### config.mk
export PLATFORM = sky130hd
export DESIGN_NAME = intr_best_pick
export DESIGN_NICKNAME = d
export VERILOG_FILES = /design/src/rtl/psel_pkg.sv /design/src/rtl/psel_qualify.sv /design/src/rtl/psel_better.sv /design/src/rtl/psel_lpi_gate.sv /design/src/rtl/intr_best_pick.sv
export SDC_FILE = /design/constraint.sdc
export NUM_CORES = 1
export LEC_CHECK = 0
export ABC_AREA = 1
export BUFFER_PORTS_ARGS = -buffer_cell sky130_fd_sc_hd__buf_2
export CAP_MARGIN = 20
export CORE_AREA = 8 8 206 208
export DETAILED_ROUTE_END_ITERATION = 8
export DIE_AREA = 0 0 214 216
export PLACE_DENSITY = 0.56
export RECOVER_POWER = 100
export SETUP_SLACK_MARGIN = 0.1
export SLEW_MARGIN = 0
export SYNTH_ARGS = -nofsm -noshare
export SYNTH_HDL_FRONTEND = slang
export SYNTH_HIERARCHICAL = 1
export SYNTH_SLANG_ARGS = --single-unit
### constraint.sdc
create_clock -name clk -period 5.6 [get_ports clk]
set_input_delay 0.28 -clock clk [delete_from_list [all_inputs] [get_ports clk]]
set_output_delay 0.28 -clock clk [all_outputs]
set_load 0.05 [all_outputs]
### src/rtl/psel_pkg.sv
package psel_pkg;

    typedef enum logic [1:0] {
        GRP_G0  = 2'd0,
        GRP_S1  = 2'd1,
        GRP_NS1 = 2'd2
    } grp_e;

endpackage

### src/rtl/psel_qualify.sv
module psel_qualify
    import psel_pkg::*;
#(
    parameter int NUM_INT = 32
) (
    input  logic [NUM_INT-1:0] pend_i,
    input  logic [NUM_INT-1:0] trig_edge_i,
    input  logic [NUM_INT-1:0] line_i,
    input  logic [NUM_INT-1:0] enable_i,
    input  logic [NUM_INT-1:0] active_i,
    input  logic [NUM_INT-1:0] group_i,
    input  logic [NUM_INT-1:0] grpmod_i,
    input  logic               ds_i,
    input  logic               en_g0_i,
    input  logic               en_s1_i,
    input  logic               en_ns1_i,
    output logic [NUM_INT-1:0] qual_o,
    output grp_e               grp_o [NUM_INT]
);

    logic [NUM_INT-1:0] raw_pend;
    logic [NUM_INT-1:0] eff_mod;
    logic [NUM_INT-1:0] grp_pass;

    always_comb begin
        raw_pend = pend_i | (~trig_edge_i & line_i);
        eff_mod  = ds_i ? '0 : grpmod_i;
        grp_pass = '0;
        if (en_ns1_i) grp_pass = grp_pass | group_i;
        if (en_s1_i)  grp_pass = grp_pass | (~group_i & eff_mod);
        if (en_g0_i)  grp_pass = grp_pass | (~group_i & ~eff_mod);
        qual_o = raw_pend & enable_i & ~active_i & grp_pass;
    end

    for (genvar g = 0; g < NUM_INT; g++) begin : g_grp
        always_comb begin
            if (group_i[g])       grp_o[g] = GRP_NS1;
            else if (eff_mod[g])  grp_o[g] = GRP_S1;
            else                  grp_o[g] = GRP_G0;
        end
    end

endmodule

### src/rtl/psel_better.sv
module psel_better #(
    parameter int PRIO_W = 8,
    parameter int ID_W   = 16
) (
    input  logic [PRIO_W-1:0] cand_prio_i,
    input  logic [ID_W-1:0]   cand_id_i,
    input  logic [PRIO_W-1:0] best_prio_i,
    input  logic [ID_W-1:0]   best_id_i,
    output logic              wins_o
);

    always_comb begin
        wins_o = (cand_prio_i < best_prio_i) ||
                 ((cand_prio_i == best_prio_i) && (cand_id_i <= best_id_i));
    end

endmodule

### src/rtl/psel_lpi_gate.sv
module psel_lpi_gate #(
    parameter int PRIO_W = 8
) (
    input  logic              cpu_en_i,
    input  logic              glb_en_i,
    input  logic              ns1_en_i,
    input  logic [PRIO_W-1:0] prio_i,
    output logic              ok_o
);

    localparam logic [PRIO_W-1:0] NONE = '1;

    always_comb begin
        ok_o = cpu_en_i && glb_en_i && ns1_en_i && (prio_i != NONE);
    end

endmodule

### src/rtl/intr_best_pick.sv
module intr_best_pick
    import psel_pkg::*;
#(
    parameter int NUM_INT = 32,
    parameter int PRIO_W  = 8,
    parameter int ID_W    = 16
) (
    input  logic                      clk,
    input  logic                      rst_n,
    input  logic                      start_i,
    input  logic [NUM_INT-1:0]        pend_i,
    input  logic [NUM_INT-1:0]        trig_edge_i,
    input  logic [NUM_INT-1:0]        line_i,
    input  logic [NUM_INT-1:0]        enable_i,
    input  logic [NUM_INT-1:0]        active_i,
    input  logic [NUM_INT-1:0]        group_i,
    input  logic [NUM_INT-1:0]        grpmod_i,
    input  logic [NUM_INT*PRIO_W-1:0] prio_i,
    input  logic                      ds_i,
    input  logic                      en_g0_i,
    input  logic                      en_s1_i,
    input  logic                      en_ns1_i,
    input  logic                      lpi_cpu_en_i,
    input  logic                      lpi_glb_en_i,
    input  logic [ID_W-1:0]           lpi_id_i,
    input  logic [PRIO_W-1:0]         lpi_prio_i,
    input  logic [1:0]                lpi_grp_i,
    output logic                      busy_o,
    output logic                      done_o,
    output logic [ID_W-1:0]           best_id_o,
    output logic [PRIO_W-1:0]         best_prio_o,
    output logic [1:0]                best_grp_o
);

    localparam int IDX_W = $clog2(NUM_INT);
    localparam logic [IDX_W-1:0]  LAST_IDX = IDX_W'(NUM_INT - 1);
    localparam logic [PRIO_W-1:0] PRIO_NONE = '1;

    typedef struct packed {
        logic              busy;
        logic              done;
        logic [IDX_W-1:0]  idx;
        logic [ID_W-1:0]   best_id;
        logic [PRIO_W-1:0] best_prio;
        logic [1:0]        best_grp;
        logic [1:0]        run_grp;
        logic              seen;
    } state_t;

    localparam state_t STATE_RST = '{
        busy:      1'b0,
        done:      1'b0,
        idx:       '0,
        best_id:   '0,
        best_prio: PRIO_NONE,
        best_grp:  2'd0,
        run_grp:   2'd0,
        seen:      1'b0
    };

    state_t st_d, st_q;

    logic [NUM_INT-1:0] qual;
    grp_e               grp_vec [NUM_INT];
    logic [PRIO_W-1:0]  cur_prio;
    logic [ID_W-1:0]    cur_id;
    logic               priv_win;
    logic               lpi_ok;
    logic               lpi_win;
    logic [ID_W-1:0]    mid_id;
    logic [PRIO_W-1:0]  mid_prio;
    logic [1:0]         mid_grp;
    logic               mid_seen;

    psel_qualify #(.NUM_INT(NUM_INT)) u_qual (
        .pend_i      (pend_i),
        .trig_edge_i (trig_edge_i),
        .line_i      (line_i),
        .enable_i    (enable_i),
        .active_i    (active_i),
        .group_i     (group_i),
        .grpmod_i    (grpmod_i),
        .ds_i        (ds_i),
        .en_g0_i     (en_g0_i),
        .en_s1_i     (en_s1_i),
        .en_ns1_i    (en_ns1_i),
        .qual_o      (qual),
        .grp_o       (grp_vec)
    );

    always_comb begin
        cur_prio = prio_i[int'(st_q.idx)*PRIO_W +: PRIO_W];
        cur_id   = {{(ID_W-IDX_W){1'b0}}, st_q.idx};
    end

    psel_better #(.PRIO_W(PRIO_W), .ID_W(ID_W)) u_priv_cmp (
        .cand_prio_i (cur_prio),
        .cand_id_i   (cur_id),
        .best_prio_i (st_q.best_prio),
        .best_id_i   (st_q.best_id),
        .wins_o      (priv_win)
    );

    // Best after this cycle's private candidate, before the external merge.
    always_comb begin
        mid_id   = st_q.best_id;
        mid_prio = st_q.best_prio;
        mid_grp  = st_q.run_grp;
        mid_seen = st_q.seen;
        if (qual[st_q.idx] && priv_win) begin
            mid_id   = cur_id;
            mid_prio = cur_prio;
            mid_grp  = grp_vec[st_q.idx];
            mid_seen = 1'b1;
        end
    end

    psel_lpi_gate #(.PRIO_W(PRIO_W)) u_lpi_gate (
        .cpu_en_i (lpi_cpu_en_i),
        .glb_en_i (lpi_glb_en_i),
        .ns1_en_i (en_ns1_i),
        .prio_i   (lpi_prio_i),
        .ok_o     (lpi_ok)
    );

    psel_better #(.PRIO_W(PRIO_W), .ID_W(ID_W)) u_lpi_cmp (
        .cand_prio_i (lpi_prio_i),
        .cand_id_i   (lpi_id_i),
        .best_prio_i (mid_prio),
        .best_id_i   (mid_id),
        .wins_o      (lpi_win)
    );

    always_comb begin
        st_d      = st_q;
        st_d.done = 1'b0;
        if (!st_q.busy) begin
            if (start_i) begin
                st_d.busy      = 1'b1;
                st_d.idx       = '0;
                st_d.best_id   = '0;
                st_d.best_prio = PRIO_NONE;
                st_d.seen      = 1'b0;
            end
        end else begin
            st_d.best_id   = mid_id;
            st_d.best_prio = mid_prio;
            st_d.run_grp   = mid_grp;
            st_d.seen      = mid_seen;
            if (st_q.idx == LAST_IDX) begin
                st_d.busy = 1'b0;
                st_d.done = 1'b1;
                if (lpi_ok && lpi_win) begin
                    st_d.best_id   = lpi_id_i;
                    st_d.best_prio = lpi_prio_i;
                    st_d.best_grp  = lpi_grp_i;
                end else if (mid_seen) begin
                    st_d.best_grp  = mid_grp;
                end
            end else begin
                st_d.idx = st_q.idx + 1'b1;
            end
        end
    end

    always_ff @(posedge clk) begin
        if (!rst_n) st_q <= STATE_RST;
        else        st_q <= st_d;
    end

    assign busy_o      = st_q.busy;
    assign done_o      = st_q.done;
    assign best_id_o   = st_q.best_id;
    assign best_prio_o = st_q.best_prio;
    assign best_grp_o  = st_q.best_grp;

endmodule

# --- Yosys cells after proc, flatten, opt, wreduce, memory -nomap -nowiden ---
# Index checks and enable logic that the tools add are counted.
totals:
  regBits: 36
  latch_bits: 0
  ramBits: 0
  romBits: 0
  inputBits: 515
  out_inout_bits: 28
  memories: 0
classes:
  addsub: 1
  n_mul: 0
  div: 0
  magnitude_cmp: 6
  eq_ne: 5
  shifts: 1
  mux: 89
  bitwise: 14
  reduce_logical: 14
ops:
  columns: ["operator", "n"]
  rows:
  - ["$shiftx 256x9->8", 1]
  - ["$and 32x32->32", 6]
  - ["$mux 32", 4]
  - ["$not 32->32", 4]
  - ["$or 32x32->32", 3]
  - ["$mux 2", 38]
  - ["$mux 29", 2]
  - ["$mux 1", 38]
  - ["$mux 26", 1]
  - ["$mux 24", 1]
  - ["$eq 8x8->1", 2]
  - ["$le 16x16->1", 1]
  - ["$le 5x16->1", 1]
  - ["$lt 8x8->1", 2]
  - ["$mux 16", 1]
  - ["$bmux 2 s5", 1]
  - ["$mux 8", 1]
  - ["$ne 8x8->1 const B", 1]
  - ["$logic_and 1x1->1", 7]
  - ["$ge 6x6->1 const B", 1]
  - ["$lt 5x6->1 const B", 1]
  - ["$not 5->6", 1]
  - ["$add 5x1->5 const B", 1]
  - ["$bmux 1 s5", 1]
  - ["other kinds (7)", 10]

# --- Depth between registers and ports, before layout ---
# Gate-level depths: netlist of run 1.
logic_depth:
  word_depth: 18
  ltp_mapped: 46
  mapped_depth_nobuf: 39

# --- Cells and area by module ---
# Netlist of run 1, hierarchy kept.
by_module_without_submodules:
  columns: ["module", "instances", "cells_per_inst", "area_each_um2"]
  rows:
  - ["intr_best_pick", 1, 1157, 5825.6]
  - ["psel_qualify", 1, 498, 2511.2]
  - ["psel_better", 2, 102, 638.1]
  - ["psel_lpi_gate", 1, 8, 32.5]

# --- Worst setup path before layout of run 1 ---
# No wires, ideal clock.
synth_timing:
  path_kind: "reg2reg"
  from: "register st_q, in the netlist cur_id[0]"
  to: "register st_q, in the netlist best_id_o[10]"
  arrival_ps: 4704
  required_time_ps: 5466
  slack_ps: 762
  stages_incl_launch_ff: 39
  n_path_buf: 7
  synth_period_minus_slack_ps: 4838
  cell_sequence: "dfxtp_1 -> buf_6 -> inv_4 -> buf_6 -> buf_6 -> buf_2 -> nand2_1 -> nand3_1 -> nand3_1 -> nand2_1 -> a21oi_1 -> nand2_1 -> nand2_1 -> inv_1 -> ha_1 -> a21oi_1 -> nor2_1 -> a211oi_1 -> (+3 left out) -> nand3_4 -> buf_6 -> nand2_1 -> and2_1 -> inv_1 -> ha_1 -> a21oi_1 -> nor2_1 -> a211oi_1 -> o21ai_0 -> nand2_1 -> nand2_1 -> nor2_1 -> inv_1 -> clkbuf_1 -> o21ai_0 -> a21o_1 -> a21oi_1"
synth_between:
  elab_chain_cells: 13
  elab_cells_between_ends: 21
synth_rtl:
  columns: ["item", "line", "text"]
  rows:
  - ["start, declared", "intr_best_pick.sv:61", "state_t st_d, st_q;"]
  - ["start signal, assigned", "intr_best_pick.sv:168", "else st_q <= st_d;"]
  - ["$shiftx 256x9->8 (*)", "intr_best_pick.sv:92", "cur_prio = prio_i[int'(st_q.idx)*PRIO_W +: PRIO_W];"]
  - ["named net cur_prio[5]", "intr_best_pick.sv:65", "logic [PRIO_W-1:0] cur_prio;"]
  - ["branches (longest 2 deep; another with $lt 8x8->1)", null, null]
  - ["$logic_or 1x1->1 (*)", "psel_better.sv:13", "wins_o = (cand_prio_i < best_prio_i) ||"]
  - ["named net priv_win", "intr_best_pick.sv:67", "logic priv_win;"]
  - ["$logic_and 1x1->1 (*)", "intr_best_pick.sv:110", "if (qual[st_q.idx] && priv_win) begin"]
  - ["$mux 8 (*)", "intr_best_pick.sv:110", null]
  - ["named net mid_prio[5]", "intr_best_pick.sv:71", "logic [PRIO_W-1:0] mid_prio;"]
  - ["branches (longest 2 deep; another with $lt 8x8->1)", null, null]
  - ["$logic_or 1x1->1 (*)", "psel_better.sv:13", null]
  - ["named net lpi_win", "intr_best_pick.sv:69", "logic lpi_win;"]
  - ["$logic_and 1x1->1 (*)", "intr_best_pick.sv:153", "if (lpi_ok && lpi_win) begin"]
  - ["$mux 24 (*)", "intr_best_pick.sv:153", null]
  - ["$mux 26 (*)", "intr_best_pick.sv:150", "if (st_q.idx == LAST_IDX) begin"]
  - ["$mux 29 (*)", "intr_best_pick.sv:137", "if (!st_q.busy) begin"]
# Mark *: on every way through the listed nets, which the timed path passes. The select of a mux whose other input is x is not followed.
# A chain may end at the register's enable or synchronous reset.

# --- Worst setup path in the final report of run 1 ---
layout_timing:
  from: "register st_q, in the netlist cur_id[0]"
  to: "register st_q, in the netlist best_id_o[5]"
# Same word-level chain as after synthesis.

==> results of run 1 <==
[worst max-delay path: cells and delay by family, from the launching register on]
kind | cells | cell delay, ns
AOI/OAI and AO/OA | 8 | 1.19
adders and majority gates | 2 | 0.52
buffers and inverters | 5 | 0.84
DFF | 1 | 0.43
and+or+nand+nor | 15 | 1.94
[per-layer routing]
metal | track usage | vias to the layer above | routed length (um)
met5 | 0 | - | 35
met4 | 0.0437 | 6 | 945
met3 | 0.0330 | 55 | 3290
met2 | 0.392 | 533 | 26400
met1 | 0.264 | 6077 | 22300
li1 | - | 6738 | -
[power groups by stage]
stage	Clock, uW	Sequential [uW]	Combinational (uW)
after floorplan	0	271	444
after global placement	0	274	769
after detailed placement	0	275	775
after CTS	342	269	779
after global routing	351	270	880
final	338	269	787
[worst max-delay path by stage]
stage,from,endpoint,cells after the start
finish,cur_id[0]$_SDFFE_PN0P_,best_id_o[5]$_SDFFE_PN0P_,30
global route,cur_id[0]$_SDFFE_PN0P_,best_id_o[14]$_SDFFE_PN0P_,39
CTS,cur_id[0]$_SDFFE_PN0P_,best_id_o[5]$_SDFFE_PN0P_,32
detailed placement,cur_id[0]$_SDFFE_PN0P_,best_id_o[6]$_SDFFE_PN0P_,32
global placement,cur_id[0]$_SDFFE_PN0P_,best_id_o[7]$_SDFFE_PN0P_,32
floorplan,cur_id[0]$_SDFFE_PN0P_,best_id_o[10]$_SDFFE_PN0P_,38
[final cells by class]
type | count | area, um^2
tap | 525 | 657
sequential | 36 | 729
timing repair inverter | 1 | 8.76
multi-input combinational | 1434 | 7030
clock buffer | 5 | 125
clock inverter | 3 | 41.3
fill | 4545 | 26400
antenna | 7 | 17.5
inverter | 249 | 953
timing repair buffer | 605 | 3270
[through the flow]
stage          hold slack (ns)  setup WS (ns)  std cells  utilization
6_report                 0.306          0.503       2865        0.327
5_1_grt                  0.311         0.0600       2865        0.327
2_1_floorplan            0.453          0.762       1877            -
3_3_place_gp             0.465         -0.113       2841        0.321
3_5_place_dp             0.477         -0.223       2841        0.321
4_1_cts                  0.295          0.225       2851        0.326
[state kept, by name (all words and copies together) (netlist names)]
register / flops
cur_id: 5
done_o: 1
best_prio_o: 8
best_grp_o: 2
busy_o: 1
st_q: 3
best_id_o: 16
[kinds of logic (layout without fill, tap and decap cells)]
group                      count (synthesis)  in the layout  synth area share
other                                      1             18          0.000389
adders and majority gates                 50             50            0.0649
and+or+nand+nor                         1087           1088             0.486
xor gates and xnor gates                   1              1          0.000908
buffers and inverters                    408            863             0.202
DFF                                       36             36            0.0747
AOI/OAI and AO/OA                        284            284             0.172
[what timing repair did]
action / in CTS / in global routing
cloned: 0 / 2
pin swaps: 0 / 4
endpoints found under the setup margin: 24 / 24
buffers inserted: 2 / 5
gates resized for setup: 3 / 12
[cells in the final DEF, fill, tap and decap left out, types with 2 or more instances in the layout]
master	instances
o21bai_1	32
ha_1	50
o22ai_1	8
dfxtp_1	33
nor3_2	2
a21o_1	13
nand3b_1	32
buf_12	10
nor3_1	4
a21oi_1	64
inv_1	244
clkbuf_1	31
nand2_2	12
a211oi_1	3
clkbuf_16	5
nand3_2	32
buf_4	49
diode_2	7
dfxtp_4	2
o21a_1	2
nand2_1	541
conb_1	11
nand3_1	135
o21ai_1	9
a21oi_2	4
o211ai_1	34
buf_2	514
inv_4	2
and2_1	8
nor2_4	2
inv_2	2
nor2_1	308
nand4_1	8
o21ai_0	115
nor2_2	2
==> flow_summary.ini, run 1 <==
[power]
p_per_area_mw_per_mm2 = 109
p_total_uw = 1390
p_clk_frac = 0.243
p_switching_uw = 596
swShare = 0.427
combinationalPowerShare = 0.564
peakVddDrop_uv = 95.1
p_leak_uw = 0.00728
seqPwrFrac = 0.193
p_int_uw = 799

[critical_path]
crit_type = flip-flop to flip-flop
max_stage_delay_ns = 0.43
r2r_cells = 30
cpMostUsedCell = nand2_1
r2r-end = best_id_o[5]$_SDFFE_PN0P_
rr_startpoint = cur_id[0]$_SDFFE_PN0P_
critPathLaunchType = flip-flop
crit_required_ns = 5.73
slowest_stage = dfxtp_4
end_kind = flip-flop
cp.arrival_ns = 5.23
worstPathMaxFanout = 48
rrSetupSlack_ns = 0.50

[place]
post_dp_cell_area_mm2 = 0.0126
hpwl_um = 44800
place.gp.congestion = 0.953
port_buffers = 542

[floorplan]
core_mm2 = 0.0392
die_width_um = 214
rows = 73
start_util = 0.246
die_area_mm2 = 0.0462
ios = 543
die_h_um = 216

[global_route]
grt_pass1_vias = 13500
grtUsageTotal = 0.215
grt_max_degree = 49
antenna_found_initial = 12
grt_pass1_wl_um = 79300
grt_remaining_overflow = 0

[sta]
finalCritPeriodShare = 0.910
slew_viol_final = 0
clock.fmax_ghz = 0.196
period_needed_ns = 5.10
finClkSkew_ns = 0.00762
slew_headroom = 0.401
tightest_slew_ns = 0.898
setup_viol_count_final = 0
hold_viol_final = 0
rsz0062_at_grt = false
setup_tns_ns = 0

[clock_network]
clockRootBuffer = clkbuf_16
postCtsHoldBufs = 0
htreeDepth = 2
cts-buffers-inserted = 5
clk_pin_slew_worst_paths_ns = 0.07
worstSkewPairLatency_ns = 0.29
tritoncts = yes
cts_max_path_buffers = 2
cts_sinks = 36

[worst_hold_path]
min_path_type = primary input to flip-flop
holdPathEnd = best_prio_o[5]$_SDFFE_PN1P_
hold_depth = 2
min_from = rst_n

[final_layout]
drive_above_1_share = 0.277
final_nets = 2897
syn_to_final_growth_pct = 33.0
fin_area_mm2 = 0.0128

[routing]
num_vias = 13400
first_pass_iters = 6
route.detailed.drc = 0
ant_nets = 0
wl_per_cell_um = 18.5
wl_um = 53000
drtIter0Drc = 1026
vias_per_cell = 4.68

[logic_synthesis]
synthTopCellsByArea = nand2_1 21%, nor2_1 12%, inv_1 9.6%
ys_types = 38
postSynthCellCount = 1867
ys_ff_latch = 36
synth_edf_count = 0
yosysTopAreaCellShare = 0.211
synth_top_cell_by_area = nand2_1
syn_area_mm2 = 0.00965
yosysMostFrequentCell = nand2_1
synth_commonest_cells = 542 x nand2_1, 308 x nor2_1, 246 x inv_1, 135 x nand3_1, 118 x o21ai_0
synth_seq_area_share = 0.0747
synth_flop_cell = dfxtp_1
ys_warn_count = 6
synth-async-reset-ratio = 0
synth.avg_cell_area_um2 = 5.17

[job]
cap_violations = 0

[run_status]
outcome = completed
No activity file was read; power rests on OpenSTA's default activity.
==> run 2: changes to the inputs <==
--- a/config.mk
+++ b/config.mk
@@ -11,7 +11,6 @@
 export CORE_AREA = 8 8 206 208
 export DETAILED_ROUTE_END_ITERATION = 8
 export DIE_AREA = 0 0 214 216
-export PLACE_DENSITY = 0.56
 export RECOVER_POWER = 100
 export SETUP_SLACK_MARGIN = 0.1
 export SLEW_MARGIN = 0
==> run 2 against run 1 <==
Compared with the run above: count of clock-buffer cells in the layout is the same; via count shrank 0.53%; die area is the same; first-iteration DRC count shrank 10%; hold slack is essentially flat; routed wire length shrank 0.53%; sequential power is essentially flat; global-route usage shrank 0.30 points; critical path type unchanged; highest routed layer unchanged.
==> flow_summary.ini, run 2 (synthesis results as in run 1) <==
[place]
port_buffers = 542
place.gp.congestion = 0.959
place_ws_ns = 0.00159
hpwl_um = 43200
post_dp_cell_area_mm2 = 0.0124

[routing]
wl_um = 52700
first_pass_iters = 6
drtIter0Drc = 922
ant_nets = 0
wl_per_cell_um = 18.5
num_vias = 13300
route.detailed.drc = 0
vias_per_cell = 4.67

[sta]
setup_tns_ns = 0
slew_viol_final = 0
period_needed_ns = 5.22
slew_headroom = 0.407
clock.fmax_ghz = 0.191
setup_viol_count_final = 0
finalCritPeriodShare = 0.933
postLayoutSetupSlackWorst_ns = 0.376
hold_viol_final = 0
rsz0062_at_grt = false
tightest_slew_ns = 0.888
finClkSkew_ns = 0.00389

[floorplan]
die_area_mm2 = 0.0462
ios = 543
die_h_um = 216
rows = 73
die_width_um = 214
core_mm2 = 0.0392
start_util = 0.246

[critical_path]
r2r_cells = 32
crit_type = flip-flop to flip-flop
end_kind = flip-flop
slowest_stage = dfxtp_4
cpMostUsedCell = nand2_1
worstPathMaxFanout = 40
max_stage_delay_ns = 0.49
critPathTopFamily = compound AO/OA/AOI/OAI gates
rr_startpoint = cur_id[0]$_SDFFE_PN0P_
cp.arrival_ns = 5.36
crit_required_ns = 5.73
path_depth = 32
path_buf_inv = 7
rrSetupSlack_ns = 0.38
r2r-end = best_id_o[7]$_SDFFE_PN0P_
critPathLaunchType = flip-flop

[final_layout]
fin_area_mm2 = 0.0129
drive_above_1_share = 0.279
largest_reg_flops = 16
layout_commonest_cell = nand2_1
final_nets = 2886
syn_to_final_growth_pct = 33.6
final_cell_mix = 539 x nand2_1, 514 x buf_2, 306 x nor2_1, 242 x inv_1, 135 x nand3_1
fill_cells = 4536
utilization = 0.329

[worst_hold_path]
holdPathEnd = best_prio_o[2]$_SDFFE_PN1P_
min_path_type = primary input to flip-flop
hold_depth = 2
min_from = rst_n

[global_route]
grtUsageTotal = 0.212
grt_pass1_wl_um = 78300
grt_max_degree = 95
antenna_found_initial = 17
grt_remaining_overflow = 0
grt_pass1_vias = 13400

[power]
swShare = 0.428
p_per_area_mw_per_mm2 = 108
p_int_uw = 799
p_switching_uw = 597
p_clk_frac = 0.236
peakVddDrop_uv = 126
seqPwrFrac = 0.194
combinationalPowerShare = 0.570
p_leak_uw = 0.00724

[clock_network]
postCtsHoldBufs = 0
tritoncts = yes
worstSkewPairLatency_ns = 0.29
cts_max_path_buffers = 2
cts-buffers-inserted = 5
htreeDepth = 2
clockRootBuffer = clkbuf_16
clk_pin_slew_worst_paths_ns = 0.06
cts_sinks = 36

[run_status]
outcome = completed

[job]
cap_violations = 0
run 2: changes by cell type in the layout (fill, tap and decap cells not counted), moves of 3 or more:
| cell | before | now |
|---|---|---|
| buf_12 | 10 | 6 |
| a21oi_1 | 64 | 60 |
| diode_2 | 7 | 10 |
| a21oi_2 | 4 | 8 |
| buf_16 | 0 | 3 |
| buf_4 | 49 | 38 |
run 2: worst max path at each step:
stage                                       from                          to  slack (ns)
after floorplan           cur_id[0]$_SDFFE_PN0P_  best_id_o[10]$_SDFFE_PN0P_        0.76
after global placement    cur_id[3]$_SDFFE_PN0P_   best_id_o[7]$_SDFFE_PN0P_        0.10
after detailed placement  cur_id[0]$_SDFFE_PN0P_   best_id_o[7]$_SDFFE_PN0P_       0.002
after CTS                 cur_id[0]$_SDFFE_PN0P_   best_id_o[7]$_SDFFE_PN0P_        0.12
after global routing      cur_id[0]$_SDFFE_PN0P_  best_id_o[14]$_SDFFE_PN0P_        0.06
final                     cur_id[0]$_SDFFE_PN0P_   best_id_o[7]$_SDFFE_PN0P_        0.38
run 2: repair_timing:
item                                    CTS  global route
endpoints found under the setup margin   16            24
endpoints found under the hold margin     0             0
setup buffers                             7             7
resized for setup                         5            29
cloned                                    1             3
pin swaps                                 1             3
run 2: power by group through the flow:
stage	sequential (uW)	clock [uW]	combinational [uW]
4_1_cts	268	338	771
2_1_floorplan	271	0	444
3_3_place_gp	274	0	756
3_5_place_dp	274	0	764
5_1_grt	271	348	889
6_report	270	330	795
run 2: routing by layer:
layer  GRT usage  vias to the layer above  part of all wire
met2       0.386                      478              0.50
met5           0                        -           0.00083
li1            -                     6734                 -
met3      0.0445                       59             0.064
met1       0.246                     6059              0.41
met4      0.0617                        8             0.023
run 2: area by class of cell:
| type | instances | area [um^2] | area share |
|---|---|---|---|
| sequential | 36 | 729 | 0.0566 |
| timing repair buffer | 594 | 3230 | 0.251 |
| timing repair inverter | 1 | 11.3 | 0.000874 |
| inverter | 249 | 973 | 0.0756 |
| multi-input combinational | 1434 | 7080 | 0.550 |
| antenna | 10 | 25.0 | 0.00194 |
| clock buffer | 5 | 125 | 0.00971 |
| tap | 525 | 657 | 0.0510 |
| clock inverter | 3 | 42.5 | 0.00330 |
run 2: per-stage QoR:
| stage | hold slack, ns | std cells | power [uW] |
|---|---|---|---|
| 6_report | 0.306 | 2857 | 1400 |
| 5_1_grt | 0.310 | 2854 | 1510 |
| 4_1_cts | 0.297 | 2837 | 1380 |
| 3_5_place_dp | 0.487 | 2821 | 1040 |
| 3_3_place_gp | 0.465 | 2821 | 1030 |
| 2_1_floorplan | 0.453 | 1877 | 715 |
run 2: worst register-to-register path, delay by kind of cell (launching register included):
kind                       cells  cell delay, ns
AOI/OAI and AO/OA             11            1.61
DFF                            1            0.49
buffers and inverters          7            0.90
adders and majority gates      2            0.54
and+or+nand+nor               12            1.52
